## config.mk

```make
export PLATFORM = sky130hd
export DESIGN_NAME = gate_stack_switch
export DESIGN_NICKNAME = d
export VERILOG_FILES = /design/src/rtl/gss_pkg.sv /design/src/rtl/gss_tss_locate.sv /design/src/rtl/gss_ss_validate.sv /design/src/rtl/gate_stack_switch.sv
export SDC_FILE = /design/constraint.sdc
export NUM_CORES = 2
export LEC_CHECK = 0
export BUFFER_PORTS_ARGS = -buffer_cell sky130_fd_sc_hd__buf_2
export CORE_AREA = 4 4 260 262
export CTS_CLUSTER_DIAMETER = 60
export DETAILED_ROUTE_END_ITERATION = 10
export DIE_AREA = 0 0 264 266
export PLACE_DENSITY_LB_ADDON = 0.1
export SYNTH_ARGS = -nofsm -noshare
export SYNTH_HDL_FRONTEND = slang
export SYNTH_HIERARCHICAL = 1
export SYNTH_SLANG_ARGS = --single-unit
```

## constraint.sdc

```tcl
create_clock -name clk -period 5.31 [get_ports clk]
set_clock_uncertainty 0.05 [all_clocks]
set_input_delay 0.531 -clock clk [delete_from_list [all_inputs] [get_ports clk]]
set_output_delay 0.531 -clock clk [all_outputs]
set_load 0.02 [all_outputs]
```

## src/rtl/gss_pkg.sv

```systemverilog
`timescale 1ns/1ps
package gss_pkg;
    localparam int WORD_W = 32;
    localparam int SEL_W  = 16;
    localparam int CNT_W  = 5;
    localparam int RAW_CNT_W = 8;

    typedef enum logic [1:0] {
        FK_NONE = 2'd0,
        FK_TS   = 2'd1,
        FK_SS   = 2'd2
    } fault_kind_e;

    typedef enum logic [1:0] {
        CHK_OK,
        CHK_TS,
        CHK_SS
    } chk_e;

    typedef enum logic [3:0] {
        S_IDLE, S_TSS_CHK, S_RD_ESP, S_RD_SS, S_SS_GET, S_SS_CHK,
        S_PUSH_SS, S_PUSH_ESP, S_PAR_RD, S_PAR_WR, S_PUSH_CS,
        S_PUSH_EIP, S_DONE, S_FAULT
    } state_e;
endpackage

```

## src/rtl/gss_tss_locate.sv

```systemverilog
`timescale 1ns/1ps
// Locates the inner stack entry inside the task-state segment and
// checks it against the segment limit.
module gss_tss_locate
    import gss_pkg::*;
(
    input  logic              tss_wide_i,
    input  logic [1:0]        dpl_i,
    input  logic [WORD_W-1:0] tss_limit_i,
    output logic [WORD_W-1:0] esp_off_o,
    output logic [WORD_W-1:0] ss_off_o,
    output logic              over_o
);
    localparam int OFF_W = 6;

    logic [OFF_W-1:0] base;
    logic [OFF_W-1:0] span;

    always_comb begin
        if (tss_wide_i) begin
            base = {1'b0, dpl_i, 3'b100};   // dpl*8 + 4
            span = OFF_W'(7);
        end else begin
            base = {2'b00, dpl_i, 2'b10};   // dpl*4 + 2
            span = OFF_W'(4);
        end
        esp_off_o = WORD_W'(base);
        ss_off_o  = esp_off_o + (tss_wide_i ? WORD_W'(4) : WORD_W'(2));
        over_o    = (WORD_W'(base) + WORD_W'(span)) > tss_limit_i;
    end
endmodule

```

## src/rtl/gss_ss_validate.sv

```systemverilog
`timescale 1ns/1ps
// Validates the new stack selector, its descriptor and the room left on it.
module gss_ss_validate
    import gss_pkg::*;
(
    input  logic [SEL_W-1:0]  sel_i,
    input  logic [1:0]        code_dpl_i,
    input  logic              in_range_i,
    input  logic              present_i,
    input  logic [1:0]        seg_dpl_i,
    input  logic              writable_i,
    input  logic [WORD_W-1:0] esp_i,
    input  logic [WORD_W-1:0] limit_i,
    input  logic              gate_wide_i,
    input  logic [CNT_W-1:0]  pcnt_i,
    output chk_e              verdict_o,
    output logic [WORD_W-1:0] need_o
);
    logic room_ok;

    always_comb begin
        if (gate_wide_i)
            need_o = WORD_W'({pcnt_i, 2'b00}) + WORD_W'(16);
        else
            need_o = WORD_W'({pcnt_i, 1'b0}) + WORD_W'(8);
        room_ok = (need_o <= esp_i) && ((esp_i - WORD_W'(1)) <= limit_i);
    end

    always_comb begin
        if (sel_i[SEL_W-1:2] == '0)        verdict_o = CHK_TS;
        else if (!in_range_i)              verdict_o = CHK_TS;
        else if (sel_i[1:0] != code_dpl_i) verdict_o = CHK_TS;
        else if (seg_dpl_i != code_dpl_i)  verdict_o = CHK_TS;
        else if (!writable_i)              verdict_o = CHK_TS;
        else if (!present_i)               verdict_o = CHK_SS;
        else if (!room_ok)                 verdict_o = CHK_SS;
        else                               verdict_o = CHK_OK;
    end
endmodule

```

## src/rtl/gate_stack_switch.sv

```systemverilog
`timescale 1ns/1ps
// Sequencer for the stack switch of a more-privileged call through a gate.
module gate_stack_switch
    import gss_pkg::*;
(
    input  logic                 clk,
    input  logic                 rst_n,
    input  logic                 start_i,
    input  logic [SEL_W-1:0]     cur_tss_sel_i,
    input  logic [WORD_W-1:0]    tss_base_i,
    input  logic [WORD_W-1:0]    tss_limit_i,
    input  logic                 tss_wide_i,
    input  logic [SEL_W-1:0]     code_sel_i,
    input  logic [1:0]           code_dpl_i,
    input  logic                 gate_wide_i,
    input  logic [WORD_W-1:0]    gate_offset_i,
    input  logic [RAW_CNT_W-1:0] gate_pcnt_i,
    input  logic [SEL_W-1:0]     old_cs_i,
    input  logic [WORD_W-1:0]    old_eip_i,
    input  logic [SEL_W-1:0]     old_ss_i,
    input  logic [WORD_W-1:0]    old_esp_i,
    input  logic [WORD_W-1:0]    old_ss_base_i,
    output logic [SEL_W-1:0]     ss_sel_o,
    input  logic                 ss_in_range_i,
    input  logic                 ss_present_i,
    input  logic [1:0]           ss_dpl_i,
    input  logic                 ss_writable_i,
    input  logic [WORD_W-1:0]    ss_base_i,
    input  logic [WORD_W-1:0]    ss_limit_i,
    output logic                 mem_req_o,
    output logic                 mem_we_o,
    output logic                 mem_wide_o,
    output logic [WORD_W-1:0]    mem_addr_o,
    output logic [WORD_W-1:0]    mem_wdata_o,
    input  logic [WORD_W-1:0]    mem_rdata_i,
    output logic                 busy_o,
    output logic                 done_o,
    output logic                 fault_o,
    output logic [1:0]           fault_kind_o,
    output logic [SEL_W-1:0]     fault_sel_o,
    output logic [1:0]           cpl_o,
    output logic [SEL_W-1:0]     cs_o,
    output logic [WORD_W-1:0]    eip_o,
    output logic [SEL_W-1:0]     ss_o,
    output logic [WORD_W-1:0]    esp_o
);
    localparam int HALF_W = WORD_W / 2;
    localparam int WCNT_W = CNT_W + 1;

    state_e state_q, state_d;

    // Latched operation context
    logic [SEL_W-1:0]  tss_sel_q, code_sel_q, old_cs_q, old_ss_q, new_ss_q;
    logic [WORD_W-1:0] tss_base_q, tss_limit_q, gate_off_q, old_eip_q;
    logic [WORD_W-1:0] old_esp_q, old_base_q, new_esp_q, ss_base_q, wp_q;
    logic              tss_wide_q, gate_wide_q;
    logic [1:0]        dpl_q;
    logic [CNT_W-1:0]  pcnt_q, par_left_q;
    fault_kind_e       fault_kind_q;
    logic [SEL_W-1:0]  fault_sel_q;

    // Committed state
    logic [1:0]        cpl_q;
    logic [SEL_W-1:0]  cs_q, ss_q;
    logic [WORD_W-1:0] eip_q, esp_q;

    logic [WORD_W-1:0] esp_off, ss_off, need, isz, par_ofs, push_addr;
    logic              tss_over;
    chk_e              verdict;
    logic              is_write;

    gss_tss_locate u_locate (
        .tss_wide_i  (tss_wide_q),
        .dpl_i       (dpl_q),
        .tss_limit_i (tss_limit_q),
        .esp_off_o   (esp_off),
        .ss_off_o    (ss_off),
        .over_o      (tss_over)
    );

    gss_ss_validate u_validate (
        .sel_i       (new_ss_q),
        .code_dpl_i  (dpl_q),
        .in_range_i  (ss_in_range_i),
        .present_i   (ss_present_i),
        .seg_dpl_i   (ss_dpl_i),
        .writable_i  (ss_writable_i),
        .esp_i       (new_esp_q),
        .limit_i     (ss_limit_i),
        .gate_wide_i (gate_wide_q),
        .pcnt_i      (pcnt_q),
        .verdict_o   (verdict),
        .need_o      (need)
    );

    assign isz       = gate_wide_q ? WORD_W'(4) : WORD_W'(2);
    assign par_ofs   = WORD_W'(par_left_q - CNT_W'(1)) << (gate_wide_q ? 2 : 1);
    assign push_addr = ss_base_q + wp_q - isz;
    assign is_write  = (state_q == S_PUSH_SS) || (state_q == S_PUSH_ESP) ||
                       (state_q == S_PAR_WR)  || (state_q == S_PUSH_CS)  ||
                       (state_q == S_PUSH_EIP);

    // State register
    always_ff @(posedge clk) begin
        if (!rst_n) state_q <= S_IDLE;
        else        state_q <= state_d;
    end

    // Next state
    always_comb begin
        state_d = state_q;
        unique case (state_q)
            S_IDLE:     if (start_i) state_d = S_TSS_CHK;
            S_TSS_CHK:  state_d = tss_over ? S_FAULT : S_RD_ESP;
            S_RD_ESP:   state_d = S_RD_SS;
            S_RD_SS:    state_d = S_SS_GET;
            S_SS_GET:   state_d = S_SS_CHK;
            S_SS_CHK:   state_d = (verdict == CHK_OK) ? S_PUSH_SS : S_FAULT;
            S_PUSH_SS:  state_d = S_PUSH_ESP;
            S_PUSH_ESP: state_d = (pcnt_q != '0) ? S_PAR_RD : S_PUSH_CS;
            S_PAR_RD:   state_d = S_PAR_WR;
            S_PAR_WR:   state_d = (par_left_q == CNT_W'(1)) ? S_PUSH_CS : S_PAR_RD;
            S_PUSH_CS:  state_d = S_PUSH_EIP;
            S_PUSH_EIP: state_d = S_DONE;
            S_DONE:     state_d = S_IDLE;
            S_FAULT:    state_d = S_IDLE;
            default:    state_d = S_IDLE;
        endcase
    end

    // Outputs
    always_comb begin
        mem_req_o   = 1'b0;
        mem_we_o    = 1'b0;
        mem_wide_o  = gate_wide_q;
        mem_addr_o  = push_addr;
        mem_wdata_o = '0;
        unique case (state_q)
            S_RD_ESP: begin
                mem_req_o  = 1'b1;
                mem_wide_o = tss_wide_q;
                mem_addr_o = tss_base_q + esp_off;
            end
            S_RD_SS: begin
                mem_req_o  = 1'b1;
                mem_wide_o = 1'b0;
                mem_addr_o = tss_base_q + ss_off;
            end
            S_PUSH_SS: begin
                mem_req_o   = 1'b1;
                mem_we_o    = 1'b1;
                mem_wdata_o = WORD_W'(old_ss_q);
            end
            S_PUSH_ESP: begin
                mem_req_o   = 1'b1;
                mem_we_o    = 1'b1;
                mem_wdata_o = gate_wide_q ? old_esp_q : WORD_W'(old_esp_q[HALF_W-1:0]);
            end
            S_PAR_RD: begin
                mem_req_o  = 1'b1;
                mem_addr_o = old_base_q + old_esp_q + par_ofs;
            end
            S_PAR_WR: begin
                mem_req_o   = 1'b1;
                mem_we_o    = 1'b1;
                mem_wdata_o = gate_wide_q ? mem_rdata_i : WORD_W'(mem_rdata_i[HALF_W-1:0]);
            end
            S_PUSH_CS: begin
                mem_req_o   = 1'b1;
                mem_we_o    = 1'b1;
                mem_wdata_o = WORD_W'(old_cs_q);
            end
            S_PUSH_EIP: begin
                mem_req_o   = 1'b1;
                mem_we_o    = 1'b1;
                mem_wdata_o = gate_wide_q ? old_eip_q : WORD_W'(old_eip_q[HALF_W-1:0]);
            end
            default: ;
        endcase
        busy_o = (state_q != S_IDLE) && (state_q != S_DONE) && (state_q != S_FAULT);
        done_o  = (state_q == S_DONE);
        fault_o = (state_q == S_FAULT);
    end

    assign ss_sel_o     = new_ss_q;
    assign fault_kind_o = fault_kind_q;
    assign fault_sel_o  = fault_sel_q;
    assign cpl_o        = cpl_q;
    assign cs_o         = cs_q;
    assign eip_o        = eip_q;
    assign ss_o         = ss_q;
    assign esp_o        = esp_q;

    // Operation datapath
    always_ff @(posedge clk) begin
        if (!rst_n) begin
            tss_sel_q    <= '0;
            tss_base_q   <= '0;
            tss_limit_q  <= '0;
            tss_wide_q   <= 1'b0;
            code_sel_q   <= '0;
            dpl_q        <= '0;
            gate_wide_q  <= 1'b0;
            gate_off_q   <= '0;
            pcnt_q       <= '0;
            par_left_q   <= '0;
            old_cs_q     <= '0;
            old_eip_q    <= '0;
            old_ss_q     <= '0;
            old_esp_q    <= '0;
            old_base_q   <= '0;
            new_esp_q    <= '0;
            new_ss_q     <= '0;
            ss_base_q    <= '0;
            wp_q         <= '0;
            fault_kind_q <= FK_NONE;
            fault_sel_q  <= '0;
        end else begin
            unique case (state_q)
                S_IDLE: if (start_i) begin
                    tss_sel_q   <= cur_tss_sel_i;
                    tss_base_q  <= tss_base_i;
                    tss_limit_q <= tss_limit_i;
                    tss_wide_q  <= tss_wide_i;
                    code_sel_q  <= code_sel_i;
                    dpl_q       <= code_dpl_i;
                    gate_wide_q <= gate_wide_i;
                    gate_off_q  <= gate_offset_i;
                    pcnt_q      <= gate_pcnt_i[CNT_W-1:0];
                    par_left_q  <= gate_pcnt_i[CNT_W-1:0];
                    old_cs_q    <= old_cs_i;
                    old_eip_q   <= old_eip_i;
                    old_ss_q    <= old_ss_i;
                    old_esp_q   <= old_esp_i;
                    old_base_q  <= old_ss_base_i;
                end
                S_TSS_CHK: if (tss_over) begin
                    fault_kind_q <= FK_TS;
                    fault_sel_q  <= tss_sel_q;
                end
                S_RD_SS:
                    new_esp_q <= tss_wide_q ? mem_rdata_i : WORD_W'(mem_rdata_i[HALF_W-1:0]);
                S_SS_GET: begin
                    new_ss_q <= mem_rdata_i[SEL_W-1:0];
                    wp_q     <= new_esp_q;
                end
                S_SS_CHK: begin
                    ss_base_q <= ss_base_i;
                    if (verdict != CHK_OK) begin
                        fault_kind_q <= (verdict == CHK_TS) ? FK_TS : FK_SS;
                        fault_sel_q  <= new_ss_q;
                    end
                end
                S_PAR_WR: begin
                    wp_q       <= wp_q - isz;
                    par_left_q <= par_left_q - CNT_W'(1);
                end
                S_PUSH_SS, S_PUSH_ESP, S_PUSH_CS, S_PUSH_EIP:
                    wp_q <= wp_q - isz;
                default: ;
            endcase
        end
    end

    // Committed state, written only once every check has passed
    always_ff @(posedge clk) begin
        if (!rst_n) begin
            cpl_q <= '0;
            cs_q  <= '0;
            eip_q <= '0;
            ss_q  <= '0;
            esp_q <= '0;
        end else if (state_q == S_PUSH_EIP) begin
            cpl_q <= dpl_q;
            cs_q  <= {code_sel_q[SEL_W-1:2], dpl_q};
            eip_q <= gate_wide_q ? gate_off_q : WORD_W'(gate_off_q[HALF_W-1:0]);
            ss_q  <= new_ss_q;
            esp_q <= wp_q - isz;
        end
    end

    // Observation registers for the assertions below
    logic              wr_seen_q;
    logic [WCNT_W-1:0] wr_cnt_q;
    logic [WORD_W-1:0] last_wr_q;

    always_ff @(posedge clk) begin
        if (!rst_n) begin
            wr_seen_q <= 1'b0;
            wr_cnt_q  <= '0;
            last_wr_q <= '0;
        end else if (state_q == S_IDLE && start_i) begin
            wr_seen_q <= 1'b0;
            wr_cnt_q  <= '0;
        end else if (mem_req_o && mem_we_o) begin
            wr_seen_q <= 1'b1;
            wr_cnt_q  <= wr_cnt_q + WCNT_W'(1);
            last_wr_q <= mem_addr_o;
        end
    end

    AST_FAULT_NO_WRITE: assert property (@(posedge clk) disable iff (!rst_n)
        fault_o |-> !wr_seen_q);
    AST_COMMIT_ON_DONE: assert property (@(posedge clk) disable iff (!rst_n)
        (!$stable(cpl_q) || !$stable(esp_q) || !$stable(ss_q) || !$stable(eip_q)) |-> done_o);
    AST_PUSH_COUNT: assert property (@(posedge clk) disable iff (!rst_n)
        done_o |-> (wr_cnt_q == WCNT_W'(pcnt_q) + WCNT_W'(4)));
    AST_PUSH_DESCEND: assert property (@(posedge clk) disable iff (!rst_n)
        (mem_req_o && mem_we_o && wr_seen_q) |-> (mem_addr_o == last_wr_q - isz));
    AST_BUSY_FROM_START: assert property (@(posedge clk) disable iff (!rst_n)
        $rose(busy_o) |-> $past(start_i));
    AST_WRITE_NOT_BUSY_IDLE: assert property (@(posedge clk) disable iff (!rst_n)
        mem_we_o |-> busy_o);
endmodule

```

== Word level (Yosys, flattened, before mapping) ==
Cells that the tools add are included.
Word-level totals
  output and inout bits: 202
  flip-flop bits (word level): 502
  word-level logic and storage cells: 123
  input port bits: 372
Operators by class
  mux-type cells: 39
  shifts and indexed selects: 1
  reductions and logical operators: 17
  magnitude comparators: 3
  add/sub/neg operators: 14
  eq/ne operators: 22
Operators with widths (count)
  $mux W32: 6
  $pmux W32 S5: 1
  $add A32 B32 Y32: 4
  $pmux W32 S3: 1
  $le A32 B32 Y1: 2
  $pmux W32 S2: 1
  $sub A32 B3 Y32: 2
  $pmux W4 S12: 1
  $add A32 B6 Y32: 1
  $add A5 B32 Y32: 1
  $gt A32 B32 Y1: 1
  $mux W16: 2
  $pmux W16 S2: 1
  $shl A32 B2 Y32: 1
  $sub A32 B1 Y32 const B: 1
  $mux W2: 14
  $eq A4 B4 Y1 const B: 6
  $eq A4 B3 Y1 const B: 4
  $logic_not A14 Y1: 1
  $mux W4: 3
  $mux W5: 2
  $pmux W5 S2: 1
  $add A7 B5 Y8 const B: 1
  $eq A4 B2 Y1 const B: 2
  other kinds (24): 36

== Logic depth before layout (Yosys ltp) ==
  depth in word-level cells: 15
  mapped depth: 19
  gate-level depth less buffers: 19

== Modules after synthesis ==
Netlist, hierarchy kept.
Modules (own cells, without submodules)
  gate_stack_switch: area an instance 26390.3 um^2, instances 1, cells each 3539
  gss_ss_validate: area an instance 1980.6 um^2, instances 1, cells each 278
  gss_tss_locate: area an instance 734.5 um^2, instances 1, cells each 101

== Worst setup path before layout ==
OpenSTA, ideal clock, no wires.
  path type: reg-to-output
  start: register par_left_q[2]
  end: output mem_addr_o[30]
  slack: -0.178 ns
  arrival time: 4.907 ns
  cell stages (with the launch flop): 15
  path buffers: 0
  required time: 4.729 ns
  cells stage by stage: dfxtp_1 > nor2_1 > nand3_1 > nor2_1 > fa_1 > ha_1 > a21oi_1 > nand2_1 > a221oi_1 > o21ai_1 > a21o_1 > and4_1 > a41oi_1 > xnor2_1 > o221ai_1
Between the ends
  longest elaborated chain between the ends: 4
RTL lines
  start: declaration: RTL line gate_stack_switch.sv:58  | logic [CNT_W-1:0] pcnt_q, par_left_q;
  start signal: assignment: RTL line gate_stack_switch.sv:230  | par_left_q <= gate_pcnt_i[CNT_W-1:0];
  start signal: assignment: RTL line gate_stack_switch.sv:256  | par_left_q <= par_left_q - CNT_W'(1);
  $sub A5 B1 Y6: RTL line gate_stack_switch.sv:97  | assign par_ofs = WORD_W'(par_left_q - CNT_W'(1)) << (gate_wide_q ? 2 : 1);
  $shl A32 B2 Y32: RTL line gate_stack_switch.sv:97
  $add A32 B32 Y32: RTL line gate_stack_switch.sv:161  | mem_addr_o = old_base_q + old_esp_q + par_ofs;
  $pmux W32 S3: RTL line gate_stack_switch.sv:138  | unique case (state_q)
  end: declaration: RTL line gate_stack_switch.sv:33  | output logic [WORD_W-1:0] mem_addr_o,
Every way passes these cells.

== Final worst setup path ==
  start: register par_left_q[0]
  end: output mem_addr_o[31]
Same word-level chain as after synthesis.

==> flow_summary_export.csv <==
group,metric,value,unit
run_status,status,"finished, final reports clean",
floorplanning,io_pins,574,
critical_path,crit_type,"flip-flop to output port",
global_routing,grt_pass1_wl,161000,µm
place,place.port_buffers,568,
place,hpwl,83800,µm
layout,layout_common_cells,"nand2_1, buf_2, a21oi_1, dfxtp_1, inv_1",
critical_path,path_cells,"inv_2 > ha_4 > mux2i_1 > fa_1 > inv_1 > fa_1 > nand2b_1 > a21oi_2 > o21a_1 > o2111ai_2 > and4b_2 > or2_2 > o22ai_2 > mux2i_1 > nand4_1 > buf_4",
routing,avgRoutedWirePerCell,21.0,µm
critical_path,required,4.73,ns
yosys,syn_avg_cell_area,7.43,µm²
place,gp_congestion,0.968,
routing,vias,28614,
critical_path,r2r-start,"new_esp_q[20]$_SDFFE_PN0P_",
sta,post-route-min-period,5.17,ns
min_path,hp-start,"code_sel_i[10]",
power,total_power,0.0144,W
critical_path,reg2reg_slack,0.47,ns
clock_network,cts_tree,"yes",
power,p_leak,15.3,nW
clock_network,clock_sinks,498,
sta,fmax,194,MHz
critical_path,cp_slowest_cell,"fa_1",
layout,fin_util,0.529,
routing,ant_nets,0,
sta,slew_headroom,0.336,
sta,post-route-period-util,0.973,
critical_path,end_kind,"output port",
critical_path,r2r_cells,16,
routing,drt_iter0_drc,2734,
critical_path,crit_buf_inv,3,
clock_network,root_buffer,"clkbuf_16",
routing,drc,0,
layout,final_common_cell,"nand2_1",
clock_network,insertion_delay,0.64,ns
power,ir_drop,0.335,mV
critical_path,arrival,4.59,ns
power,power.density,415,nW/µm²
min_path,min_delay_worst_endpoint,"code_sel_q[10]$_SDFFE_PN0P_",
global_routing,grt_usage,0.296,
floorplanning,core-area,65400,µm²
sta,tightest_slew,0.992,ns
global_routing,grt_start_max_net_pins,168,
min_path,hold_path_class,"primary input to flip-flop",
floorplanning,die_h,266,µm
critical_path,r2r_end,"fault_sel_o[15]$_SDFFE_PN0P_",
routing,finalWirelength,111000,µm
min_path,min_path_cells,3,
clock_network,cts.clk_slew.worst_paths,0.07,ns
sta,maxSlewViolCount,0,
floorplanning,initial_utilization,0.442,
layout,nets,4910,
routing,firstDrtPassIters,7,
critical_path,max_stage_delay,0.52,ns
global_routing,overflow,0,
yosys,synth_cells,3892,
run,maxCapViolations,0,
floorplanning,num_rows,94,
critical_path,critPathTopFamily,"adder cells",
clock_network,cts_inserted_buffers,57,
yosys,yosysWarnings,6,
layout,drive_above_1_share,0.186,
yosys,syn-cell-area,28900,µm²
routing,viasPerCell,5.44,
floorplanning,die_w,264,µm
critical_path,crit_fanout,8,
global_routing,antenna_found_initial,30,
layout,syn_to_final_growth,19.7,%
global_routing,grt_pass1_vias,26276,
clock_network,htreeDepth,2,
critical_path,cp-startpoint,"par_left_q[0]$_SDFFE_PN0P_",
sta,hold_viol_final,0,
critical_path,start_kind,"flip-flop",
sta,setup_viol,0,
floorplanning,die_area,70200,µm²
clock_network,clockBufferDepth,3,
## area by class of cell
type                            instances  area (µm²)
Clock buffer                           74        1560
Fill cell                            6566       30800
Timing Repair Buffer                  618        3340
Sequential cell                       498        9980
Inverter                              202         766
Antenna cell                           14        35.0
Tap cell                              864        1080
Clock inverter                         33         557
Multi-Input combinational cell       2955       17300
## power by group
part | leakage [nW] | switching [W] | total, W | internal, W
sequential | 4.05 | 0.000277 | 0.00429 | 0.00401
clock | 1.02 | 0.00174 | 0.00441 | 0.00268
combinational | 10.2 | 0.00355 | 0.00566 | 0.00211
## worst max-delay path by stage
stage,endpoint,slack [ns],depth (start not counted)
global route,mem_addr_o[31],-0.01,16
finish,mem_addr_o[31],0.14,16
global placement,mem_addr_o[29],0.39,17
floorplan,mem_addr_o[15],0.35,16
detailed placement,mem_addr_o[29],0.36,17
CTS,mem_addr_o[30],-0.01,16
## metal layers
| layer | track usage | share of wire |
|---|---|---|
| met4 | 0.138 | 0.050 |
| met1 | 0.385 | 0.42 |
| met3 | 0.0651 | 0.076 |
| met5 | 0 | 0.0015 |
| met2 | 0.470 | 0.45 |
## timing repair
item,in CTS,in global routing
resized for setup,22,28
setup buffers,1,4
hold buffers,0,0
setup endpoints to repair,13,16
pin swaps,4,7
cloned,0,1
## metrics by stage
stage	hold slack [ns]	area [µm²]	worst slack, ns	TNS, ns	cells
after global routing	0.0527	34600	-0.0133	-0.0211	5253
after floorplan	0.382	29100	0.348	0	3947
final	0.0690	34600	0.144	0	5258
after detailed placement	0.391	32200	0.358	0	5131
after CTS	0.0332	34400	-0.00956	-0.0228	5239
after global placement	0.388	32200	0.395	0	5131
## registers in the layout, summed over array words and instances (netlist names), 32 cells and up
| signal | flops |
|---|---|
| eip_o | 32 |
| ss_base_q | 32 |
| gate_off_q | 32 |
| old_esp_q | 32 |
| old_eip_q | 32 |
| wp_q | 32 |
| old_base_q | 32 |
| tss_base_q | 32 |
| new_esp_q | 32 |
| tss_limit_q | 32 |
| esp_o | 32 |
## worst min-delay path, cell delays in order
cell     delay (ns)
buf_2          0.10
nand2_1        0.05
a21oi_1        0.05
(Power assumes the default switching activity.)
